## src/rtl/rtc_pkg.sv

```systemverilog
package rtc_pkg;
  typedef enum logic [3:0] {
    RS_SETTIME, RS_NOW, RS_ALARM, RS_ISTAT, RS_IMASK, RS_IEN, RS_IDIS,
    RS_AERR, RS_AMASK, RS_AEN, RS_ADIS, RS_NONE
  } reg_sel_e;

  localparam int unsigned RTC_EV_W  = 2;
  localparam int unsigned AERR_EV_W = 1;

  function automatic reg_sel_e decode_addr(input logic [7:0] a);
    reg_sel_e r;
    if (a[1:0] != 2'b00) r = RS_NONE;
    else begin
      case (a[7:2])
        6'd0:    r = RS_SETTIME;
        6'd1:    r = RS_NOW;
        6'd2:    r = RS_ALARM;
        6'd3:    r = RS_ISTAT;
        6'd4:    r = RS_IMASK;
        6'd5:    r = RS_IEN;
        6'd6:    r = RS_IDIS;
        6'd7:    r = RS_AERR;
        6'd8:    r = RS_AMASK;
        6'd9:    r = RS_AEN;
        6'd10:   r = RS_ADIS;
        default: r = RS_NONE;
      endcase
    end
    return r;
  endfunction
endpackage

```

## src/rtl/rtc_rst_sync.sv

```systemverilog
module rtc_rst_sync (
  input  logic clk,
  input  logic rst_ni,
  output logic rst_sync_no
);
  logic q1, q2;

  always_ff @(posedge clk or negedge rst_ni) begin
    if (!rst_ni) begin
      q1 <= 1'b0;
      q2 <= 1'b0;
    end else begin
      q1 <= 1'b1;
      q2 <= q1;
    end
  end

  assign rst_sync_no = q2;
endmodule

```

## src/rtl/rtc_prescaler.sv

```systemverilog
module rtc_prescaler #(
  parameter int unsigned TICKS_PER_SEC = 32768
) (
  input  logic clk,
  input  logic rst_ni,
  input  logic clr_i,
  output logic tick_o
);
  localparam int unsigned CNT_W = $clog2(TICKS_PER_SEC);
  localparam logic [CNT_W-1:0] LAST = CNT_W'(TICKS_PER_SEC - 1);

  logic [CNT_W-1:0] cnt_q, cnt_d;
  logic             wrap;

  assign wrap   = (cnt_q == LAST);
  assign tick_o = wrap && !clr_i;

  always_comb begin
    cnt_d = cnt_q + 1'b1;
    if (clr_i || wrap) cnt_d = '0;
  end

  always_ff @(posedge clk or negedge rst_ni) begin
    if (!rst_ni) cnt_q <= '0;
    else         cnt_q <= cnt_d;
  end

  // the prescaler never leaves its range and restarts after a step
  a_r2_cnt_range: assert property (@(posedge clk) disable iff (!rst_ni)
    cnt_q <= LAST);
  a_r2_tick_wrap: assert property (@(posedge clk) disable iff (!rst_ni)
    tick_o |=> (cnt_q == '0));
endmodule

```

## src/rtl/rtc_irq_group.sv

```systemverilog
module rtc_irq_group #(
  parameter int unsigned W = 2
) (
  input  logic         clk,
  input  logic         rst_ni,
  input  logic [W-1:0] set_i,
  input  logic         w1c_i,
  input  logic         en_i,
  input  logic         dis_i,
  input  logic [W-1:0] wdata_i,
  output logic [W-1:0] status_o,
  output logic [W-1:0] mask_o,
  output logic         irq_o
);
  logic [W-1:0] status_q, status_d, mask_q, mask_d;

  always_comb begin
    status_d = status_q;
    if (w1c_i) status_d = status_q & ~wdata_i;
    status_d = status_d | set_i;
  end

  always_comb begin
    mask_d = mask_q;
    if (en_i)       mask_d = mask_q & ~wdata_i;
    else if (dis_i) mask_d = mask_q | wdata_i;
  end

  always_ff @(posedge clk or negedge rst_ni) begin
    if (!rst_ni) begin
      status_q <= '0;
      mask_q   <= '1;
    end else begin
      status_q <= status_d;
      mask_q   <= mask_d;
    end
  end

  assign status_o = status_q;
  assign mask_o   = mask_q;
  assign irq_o    = |(status_q & ~mask_q);

  // the mask moves only through the aliases, in their direction
  a_r5_en_clears: assert property (@(posedge clk) disable iff (!rst_ni)
    en_i |=> ((mask_q & $past(wdata_i)) == '0));
  a_r5_dis_sets: assert property (@(posedge clk) disable iff (!rst_ni)
    (dis_i && !en_i) |=> ((mask_q & $past(wdata_i)) == $past(wdata_i)));
  a_r5_mask_hold: assert property (@(posedge clk) disable iff (!rst_ni)
    (!en_i && !dis_i) |=> $stable(mask_q));
  // a status bit stays set until a clearing write
  a_r4_sticky: assert property (@(posedge clk) disable iff (!rst_ni)
    !w1c_i |=> ((status_q & $past(status_q)) == $past(status_q)));
endmodule

```

## src/rtl/sec_rtc_top.sv

```systemverilog
module sec_rtc_top
  import rtc_pkg::*;
#(
  parameter int unsigned TICKS_PER_SEC = 32768,
  parameter int unsigned ADDR_W        = 8
) (
  input  logic              clk,
  input  logic              rst_ni,
  input  logic              bus_sel,
  input  logic              bus_wr,
  input  logic [ADDR_W-1:0] bus_addr,
  input  logic [3:0]        bus_be,
  input  logic [31:0]       bus_wdata,
  output logic [31:0]       bus_rdata,
  output logic              rtc_irq,
  output logic              aerr_irq
);
  logic        rst_n;
  logic        full, wr_ok, rd_ok, bad_acc, load, tick, alarm_hit;
  reg_sel_e    sel;
  logic [31:0] secs_q, secs_d, alarm_q, alarm_d;
  logic [RTC_EV_W-1:0]  rtc_stat, rtc_mask;
  logic [AERR_EV_W-1:0] aerr_stat, aerr_mask;

  rtc_rst_sync i_rst (.clk(clk), .rst_ni(rst_ni), .rst_sync_no(rst_n));

  always_comb begin
    full    = bus_sel && (bus_be == 4'hF);
    sel     = decode_addr(8'(bus_addr));
    if ((ADDR_W > 8) && ((bus_addr >> 8) != '0)) sel = RS_NONE;
    wr_ok   = full && bus_wr;
    rd_ok   = full && !bus_wr;
    bad_acc = full && (sel == RS_NONE);
    load    = wr_ok && (sel == RS_SETTIME);
  end

  rtc_prescaler #(.TICKS_PER_SEC(TICKS_PER_SEC)) i_pre (
    .clk(clk), .rst_ni(rst_n), .clr_i(load), .tick_o(tick));

  assign alarm_hit = tick && ((secs_q + 32'd1) == alarm_q);

  always_comb begin
    secs_d  = secs_q;
    alarm_d = alarm_q;
    if (load)      secs_d = bus_wdata;
    else if (tick) secs_d = secs_q + 32'd1;
    if (wr_ok && (sel == RS_ALARM)) alarm_d = bus_wdata;
  end

  always_ff @(posedge clk or negedge rst_n) begin
    if (!rst_n) begin
      secs_q  <= '0;
      alarm_q <= '0;
    end else begin
      secs_q  <= secs_d;
      alarm_q <= alarm_d;
    end
  end

  rtc_irq_group #(.W(RTC_EV_W)) i_rtc_grp (
    .clk(clk), .rst_ni(rst_n),
    .set_i({alarm_hit, tick}),
    .w1c_i(wr_ok && (sel == RS_ISTAT)),
    .en_i(wr_ok && (sel == RS_IEN)),
    .dis_i(wr_ok && (sel == RS_IDIS)),
    .wdata_i(bus_wdata[RTC_EV_W-1:0]),
    .status_o(rtc_stat), .mask_o(rtc_mask), .irq_o(rtc_irq));

  rtc_irq_group #(.W(AERR_EV_W)) i_aerr_grp (
    .clk(clk), .rst_ni(rst_n),
    .set_i(AERR_EV_W'(bad_acc)),
    .w1c_i(wr_ok && (sel == RS_AERR)),
    .en_i(wr_ok && (sel == RS_AEN)),
    .dis_i(wr_ok && (sel == RS_ADIS)),
    .wdata_i(bus_wdata[AERR_EV_W-1:0]),
    .status_o(aerr_stat), .mask_o(aerr_mask), .irq_o(aerr_irq));

  always_comb begin
    bus_rdata = '0;
    if (rd_ok) begin
      case (sel)
        RS_SETTIME, RS_NOW: bus_rdata = secs_q;
        RS_ALARM:           bus_rdata = alarm_q;
        RS_ISTAT:           bus_rdata = 32'(rtc_stat);
        RS_IMASK:           bus_rdata = 32'(rtc_mask);
        RS_AERR:            bus_rdata = 32'(aerr_stat);
        RS_AMASK:           bus_rdata = 32'(aerr_mask);
        default:            bus_rdata = '0;
      endcase
    end
  end

  // a set-time write lands in the count
  a_r3_load: assert property (@(posedge clk) disable iff (!rst_n)
    load |=> (secs_q == $past(bus_wdata)));
  // a step without load advances the count by exactly one
  a_r2_step: assert property (@(posedge clk) disable iff (!rst_n)
    (tick && !load) |=> (secs_q == $past(secs_q) + 32'd1));
  a_r2_hold: assert property (@(posedge clk) disable iff (!rst_n)
    (!tick && !load) |=> $stable(secs_q));
  // a bad access is recorded
  a_r7_aerr: assert property (@(posedge clk) disable iff (!rst_n)
    bad_acc |=> aerr_stat[0]);
endmodule

```

## config.mk

```make
export PLATFORM = sky130hd
export DESIGN_NAME = sec_rtc_top
export DESIGN_NICKNAME = d
export VERILOG_FILES = /design/src/rtl/rtc_pkg.sv /design/src/rtl/rtc_rst_sync.sv /design/src/rtl/rtc_prescaler.sv /design/src/rtl/rtc_irq_group.sv /design/src/rtl/sec_rtc_top.sv
export SDC_FILE = /design/constraint.sdc
export NUM_CORES = 1
export LEC_CHECK = 0
export BUFFER_PORTS_ARGS = -buffer_cell sky130_fd_sc_hd__clkbuf_2
export CELL_PAD_IN_SITES_DETAIL_PLACEMENT = 1
export CELL_PAD_IN_SITES_GLOBAL_PLACEMENT = 2
export CORE_MARGIN = 2
export CORE_UTILIZATION = 32
export CTS_BUF_LIST = sky130_fd_sc_hd__clkbuf_16
export CTS_CLUSTER_DIAMETER = 80
export CTS_CLUSTER_SIZE = 24
export DETAILED_ROUTE_END_ITERATION = 7
export HOLD_SLACK_MARGIN = 0.06
export PLACE_DENSITY_LB_ADDON = 0.1
export SETUP_SLACK_MARGIN = 0.3
export SLEW_MARGIN = 15
export SYNTH_ARGS = -nofsm -noshare
export SYNTH_HDL_FRONTEND = slang
export SYNTH_SLANG_ARGS = --single-unit
```

## constraint.sdc

```tcl
create_clock -name clk -period 2.38 [get_ports clk]
set_input_delay 0.476 -clock clk [delete_from_list [all_inputs] [get_ports clk]]
set_output_delay 0.476 -clock clk [all_outputs]
set_load 0.005 [all_outputs]
```

==> results.sh, run 1 <==
export IMPL_grt_max_degree=37
export IMPL_synth_edf_count=0
export IMPL_cts_sinks=87
export IMPL_dieArea_um2=19340
export IMPL_gp_routability_congestion=0.8463
export IMPL_antenna_cells=0
export IMPL_critPathMaxFanout=7
export IMPL_slew_violations=0
export IMPL_setup_viol=77
export IMPL_end_kind="primary output"
export IMPL_io_pins=82
export IMPL_io_buffer_count=81
export IMPL_fmax_ghz=0.3795
export IMPL_grt_pass1_wl_um=35940
export IMPL_p_leak_nw=3.772
export IMPL_hpwl_um=15060
export IMPL_synthFlopType="dfrtp_1"
export IMPL_cp_data_arrival_time_ns=2.16
export IMPL_clock_skew_ns=0.01201
export IMPL_cts_tree="yes"
export IMPL_worst_slack_ns=-0.2553
export IMPL_htree_levels=3
export IMPL_drcViolationCount=0
export IMPL_synthArstFlopShare=1.000
export IMPL_rows=49
export IMPL_drtPass1Iterations=4
export IMPL_wl_per_cell_um=21.59
export IMPL_peakVddDrop_uv=326.4
export IMPL_nets=885
export IMPL_vias=5798
export IMPL_rsz0062_at_grt="yes"
export IMPL_ys_seq_elements=87
export IMPL_drv_cap=0
export IMPL_synthCells=651
export IMPL_cts_buffers=9
export IMPL_power_total_mw=3.420
export IMPL_r2r_setup_slack_ns=0.14
export IMPL_grt_ovfl_total=0
export IMPL_dpl_cell_area_um2=7338
export IMPL_wl_um=23080
export IMPL_drtIter0Drc=248
export IMPL_ys_types=65
export IMPL_synth_avg_cell_area_um2=8.970
export IMPL_die_h_um=139.1
export IMPL_tns_ns=-12.13
export IMPL_p_per_area_nw_per_um2=383.3
export IMPL_antenna_found_initial=0
export IMPL_ant_nets=0
export IMPL_grt_pass1_vias=6344
export IMPL_cts_buffer_depth=2
export IMPL_timing_final_crit_share=1.107
export IMPL_syn_area_um2=5839
export IMPL_run_status="complete, but fails checks"
export IMPL_syn_nets=701
export IMPL_clkTransAtPathRegs_ns=0.07
export IMPL_cp_required_ns=1.90
export IMPL_routed_via_density=5.424
export IMPL_syn_to_final_growth_pct=52.80
export IMPL_start_kind="input port"
export IMPL_cts_root_buffer_cell="clkbuf_16"
export IMPL_grt_usage=0.2351
export IMPL_violations="setup timing"
export IMPL_ys_warn_count=0
export IMPL_fin_hold_ws_ns=0.2250
export IMPL_core_um2=17960
export IMPL_initial_core_util=0.3251
export IMPL_drive_gt1_frac=0.4976
export IMPL_clock_latency_ns=0.36
export IMPL_fin_crit_ns=2.635
export IMPL_fp_dieW_um=139.1
export IMPL_hp_class="reg2async"
export IMPL_final_hold_violation_count=0
export IMPL_setup_worst_path_class="in2out"
export IMPL_stdcell_area_um2=8922
export IMPL_synth_seq_area_share=0.3735
critical path, cell delays in order:
cell,delay [ns]
buf_6,0.09
or4_4,0.54
nor2_4,0.15
nand2_4,0.09
nor3_4,0.16
buf_6,0.17
buf_12,0.14
a22oi_1,0.08
nor2_1,0.12
buf_2,0.13
cells by family (layout without fill, tap and decap cells):
family                     after synthesis  after routing  share of synthesized area
other                                    1              1                  0.0006422
buffers and inverters                   59            247                    0.05121
adders and majority gates                2              2                   0.004285
AOI/OAI and AO/OA                      114            114                     0.1301
xor gates and xnor gates                79             79                     0.1185
and+or+nand+nor                        270            271                     0.2466
DFF                                     87             87                     0.3735
muxes                                   39             39                    0.07521
placed cells by master (no fill, tap or decap), types with 5 or more instances in the layout:
cell type	Yosys	final
nor4_4	3	8
a31oi_1	7	7
nand2_1	38	34
nor2_1	103	52
clkbuf_2	1	54
and4_4	0	5
o21ai_0	8	8
and3_1	13	12
dfrtp_1	84	82
nor2_4	1	33
mux2_4	1	34
nand4_1	23	23
and4_1	13	8
a21oi_1	39	17
buf_6	5	13
buf_4	5	98
a21oi_2	0	21
a22oi_2	0	23
inv_1	12	16
nor2_2	1	20
xor2_1	30	30
xnor2_1	49	47
clkbuf_16	0	14
buf_16	0	6
buf_2	16	26
a22oi_1	30	7
nor3_1	16	12
buf_12	0	12
nand3_1	26	24
repair_timing:
| item | CTS | global route |
|---|---|---|
| buffers inserted | 13 | 9 |
| hold endpoints to repair | 2 | 0 |
| hold buffers | 1 | 0 |
| setup endpoints to repair | 110 | 111 |
| pin swaps | 16 | 58 |
| cloned | 10 | 3 |
| resized for setup | 109 | 120 |
layer usage:
metal	vias to the layer above	GRT usage	part of all wire	wire (um)
met5	-	0	0	0
met3	24	0.02590	0.024	557
li1	2705	-	-	-
met1	2972	0.3158	0.46	10510
met4	0	0.05954	0.017	403
met2	97	0.4055	0.50	11600
synthesized netlist by cell type (2+ instances only):
cell	instances	area, um^2
nor2_1	103	386.6
dfrtp_1	84	2102
xnor2_1	49	429.2
a21oi_1	39	195.2
nand2_1	38	142.6
mux2_2	34	382.9
a22oi_1	30	225.2
xor2_1	30	262.8
nand3_1	26	130.1
nand4_1	23	143.9
clkbuf_1	20	75.07
buf_2	16	80.08
nor3_1	16	80.08
and3_1	13	81.33
and4_1	13	113.9
inv_1	12	45.04
nor4_1	8	50.05
o21ai_0	8	40.04
a31oi_1	7	43.79
buf_4	5	37.54
buf_6	5	56.30
nor2b_1	4	25.02
a2111oi_0	3	26.28
a21o_1	3	22.52
dfstp_2	3	78.83
mux2i_1	3	30.03
nor4_2	3	37.54
nor4_4	3	63.81
o211ai_1	3	22.52
o22ai_1	3	18.77
and3b_1	2	17.52
ha_1	2	25.02
nand2b_1	2	12.51
nand4_2	2	25.02
o21ai_1	2	10.01
o31a_1	2	17.52
o31ai_1	2	15.01
or3_1	2	12.51
or4_4	2	22.52
layout make-up:
class | count | area (um^2)
Clock buffer | 9 | 225.2
Clock inverter | 7 | 60.06
Fill cell | 2042 | 9041
Inverter | 12 | 45.04
Multi-Input combinational cell | 506 | 4237
Sequential cell | 87 | 2186
Tap cell | 229 | 286.5
Timing Repair Buffer | 219 | 1883
registers in the layout (all words and copies together), names as in the netlist, named ones only:
signal	count
i_aerr_grp.status_o	1
alarm_q	32
i_rtc_grp.status_o	2
i_rst.q1	1
i_pre.cnt_q	15
i_rst.rst_sync_no	1
secs_q	32
where the power goes:
part	internal [mW]	total, mW	switching (mW)
registers	1.53	1.60	0.0705
logic	0.182	0.389	0.207
clock network	0.800	1.43	0.628
final timing paths:
kind                                         end  cells past startpoint               from
hold / removal                        secs_q[27]                      0  i_rst.rst_sync_no
hold reg to reg                       secs_q[27]                      0  i_rst.rst_sync_no
min in group clk               i_rst.rst_sync_no                      0           i_rst.q1
max in group asynchronous              async pin                      1  i_rst.rst_sync_no
setup / recovery                   bus_rdata[17]                     10        bus_addr[1]
setup reg to reg           i_rtc_grp.status_o[1]                      9          secs_q[9]
stage by stage:
stage          instances    util  setup WS [ns]
2_1_floorplan        651       -       -0.02567
3_3_place_gp        1017  0.4085        -0.2844
3_5_place_dp        1017  0.4085        -0.3158
4_1_cts             1057  0.4682        -0.2488
5_1_grt             1069  0.4967        -0.3513
6_report            1069  0.4967        -0.2553
No activity file was read; power rests on OpenSTA's default activity.
==> run 2: changes to the inputs <==
- SKIP_CTS_REPAIR_TIMING: default -> 1
==> run 2 against run 1 <==
Compared with the run above:
- the flow still finishes with violations (setup timing)
- critical path depth is the same
- sequential power hardly changed
- total power down 0.92%
- register-to-register slack worse by 0.03 ns
- clock skew barely moved
- first-iteration DRC count grew 16%
- worst hold slack gained 0.0030 ns
- largest power group unchanged
==> results.sh, run 2 (synthesis results as in run 1) <==
export IMPL_run_status="complete, but fails checks"
export IMPL_violations="setup timing"
export IMPL_post_route_util=0.4663
export IMPL_end_kind="primary output"
export IMPL_clkTransAtPathRegs_ns=0.07
export IMPL_cp_required_ns=1.90
export IMPL_clock_skew_ns=0.01206
export IMPL_fmax_ghz=0.3800
export IMPL_cts_root_buffer_cell="clkbuf_16"
export IMPL_cp_data_arrival_time_ns=2.16
export IMPL_rows=49
export IMPL_final_hold_violation_count=0
export IMPL_routed_via_density=5.338
export IMPL_grt_ovfl_total=0
export IMPL_path_cells="buf_6, or4_4, nor2_4, nand2_4, nor3_4, buf_6, buf_12, a22oi_1, nor2_1, buf_2"
export IMPL_p_per_area_nw_per_um2=404.5
export IMPL_slew_violations=0
export IMPL_tns_ns=-8.206
export IMPL_final_common_cell="buf_4"
export IMPL_setup_worst_path_class="in2out"
export IMPL_timing_final_crit_share=1.106
export IMPL_gp_routability_congestion=0.8463
export IMPL_core_um2=17960
export IMPL_grt_pass1_vias=6047
export IMPL_pre_cts_ws_ns=-0.3158
export IMPL_hpwl_um=15060
export IMPL_mostFrequentLayoutCells="buf_4, dfrtp_1, nor2_1, clkbuf_2, xnor2_1"
export IMPL_hp_class="reg2async"
export IMPL_drv_cap=0
export IMPL_drive_gt1_frac=0.4329
export IMPL_grt_usage=0.2094
export IMPL_worst_slack_ns=-0.2516
export IMPL_cpMostUsedCell="buf_6"
export IMPL_antenna_cells=0
export IMPL_n_fill_cell=2084
export IMPL_max_stage_delay_ns=0.54
export IMPL_grt_max_degree=37
export IMPL_io_pins=82
export IMPL_wl_per_cell_um=20.89
export IMPL_drcViolationCount=0
export IMPL_start_kind="input port"
export IMPL_die_h_um=139.1
export IMPL_ant_nets=0
export IMPL_peakVddDrop_uv=324.2
export IMPL_cts_buffers=9
export IMPL_cts_buffer_depth=2
export IMPL_vias=5637
export IMPL_dieArea_um2=19340
export IMPL_drtPass1Iterations=4
export IMPL_reg_top3="alarm_q x32, secs_q x32, i_pre.cnt_q x15"
export IMPL_p_leak_nw=3.617
export IMPL_cts_sinks=87
export IMPL_clock_latency_ns=0.35
export IMPL_fp_dieW_um=139.1
export IMPL_io_buffer_count=81
export IMPL_antenna_found_initial=0
export IMPL_wl_um=22060
export IMPL_initial_core_util=0.3251
export IMPL_critPathMaxFanout=7
export IMPL_htree_levels=3
export IMPL_drtIter0Drc=288
export IMPL_syn_to_final_growth_pct=43.45
export IMPL_fin_crit_ns=2.632
export IMPL_fin_hold_ws_ns=0.2281
export IMPL_slowest_stage="or4_4"
export IMPL_setup_viol=77
export IMPL_cts_tree="yes"
export IMPL_nets=872
export IMPL_rsz0062_at_grt="yes"
export IMPL_grt_pass1_wl_um=32610
export IMPL_power_total_mw=3.388
-- run 2: worst max-delay path: cells and delay by family --
family | cells | cell delay [ns]
AND/OR/NAND/NOR | 5 | 1.05
buffers and inverters | 4 | 0.53
AO/OA/AOI/OAI | 1 | 0.09
-- run 2: area by class of cell --
class,count,area [um^2],share of cell area
multi-input combinational,505,3926,0.4687
sequential,87,2186,0.2609
timing repair buffer,207,1648,0.1967
inverter,12,45.04,0.005377
tap,229,286.5,0.03420
clock inverter,7,60.06,0.007170
clock buffer,9,225.2,0.02689
-- run 2: path summary, 6_finish.rpt --
| kind | slack (ns) | endpoint | from | cells after the start |
|---|---|---|---|---|
| max | -0.25 | bus_rdata[17] | bus_addr[1] | 10 |
| min | 0.23 | secs_q[27] | i_rst.rst_sync_no | 0 |
| max reg2reg | 0.11 | i_rtc_grp.status_o[1] | secs_q[1] | 10 |
| min reg2reg | 0.23 | secs_q[27] | i_rst.rst_sync_no | 0 |
| max in group asynchronous | 1.51 | async pin | i_rst.rst_sync_no | 1 |
| min in group clk | 0.36 | i_rst.rst_sync_no | i_rst.q1 | 0 |
-- run 2: layer usage --
metal / global-route usage / vias up / part of all wire
met2: 0.3583 / 93 / 0.49
met4: 0.05263 / 0 / 0.018
met3: 0.02486 / 29 / 0.027
li1: - / 2655 / -
met1: 0.2826 / 2860 / 0.46
met5: 0 / - / 0
-- run 2: where the power goes --
group / switching [mW] / internal (mW)
sequential: 0.0692 / 1.53
clock: 0.627 / 0.800
combinational: 0.190 / 0.170
-- run 2: stage by stage --
step | std cells | instance area, um^2
after global placement | 1017 | 7338
after floorplan | 651 | 6097
after CTS | 1033 | 7624
after global routing | 1056 | 8377
after detailed placement | 1017 | 7338
final | 1056 | 8377
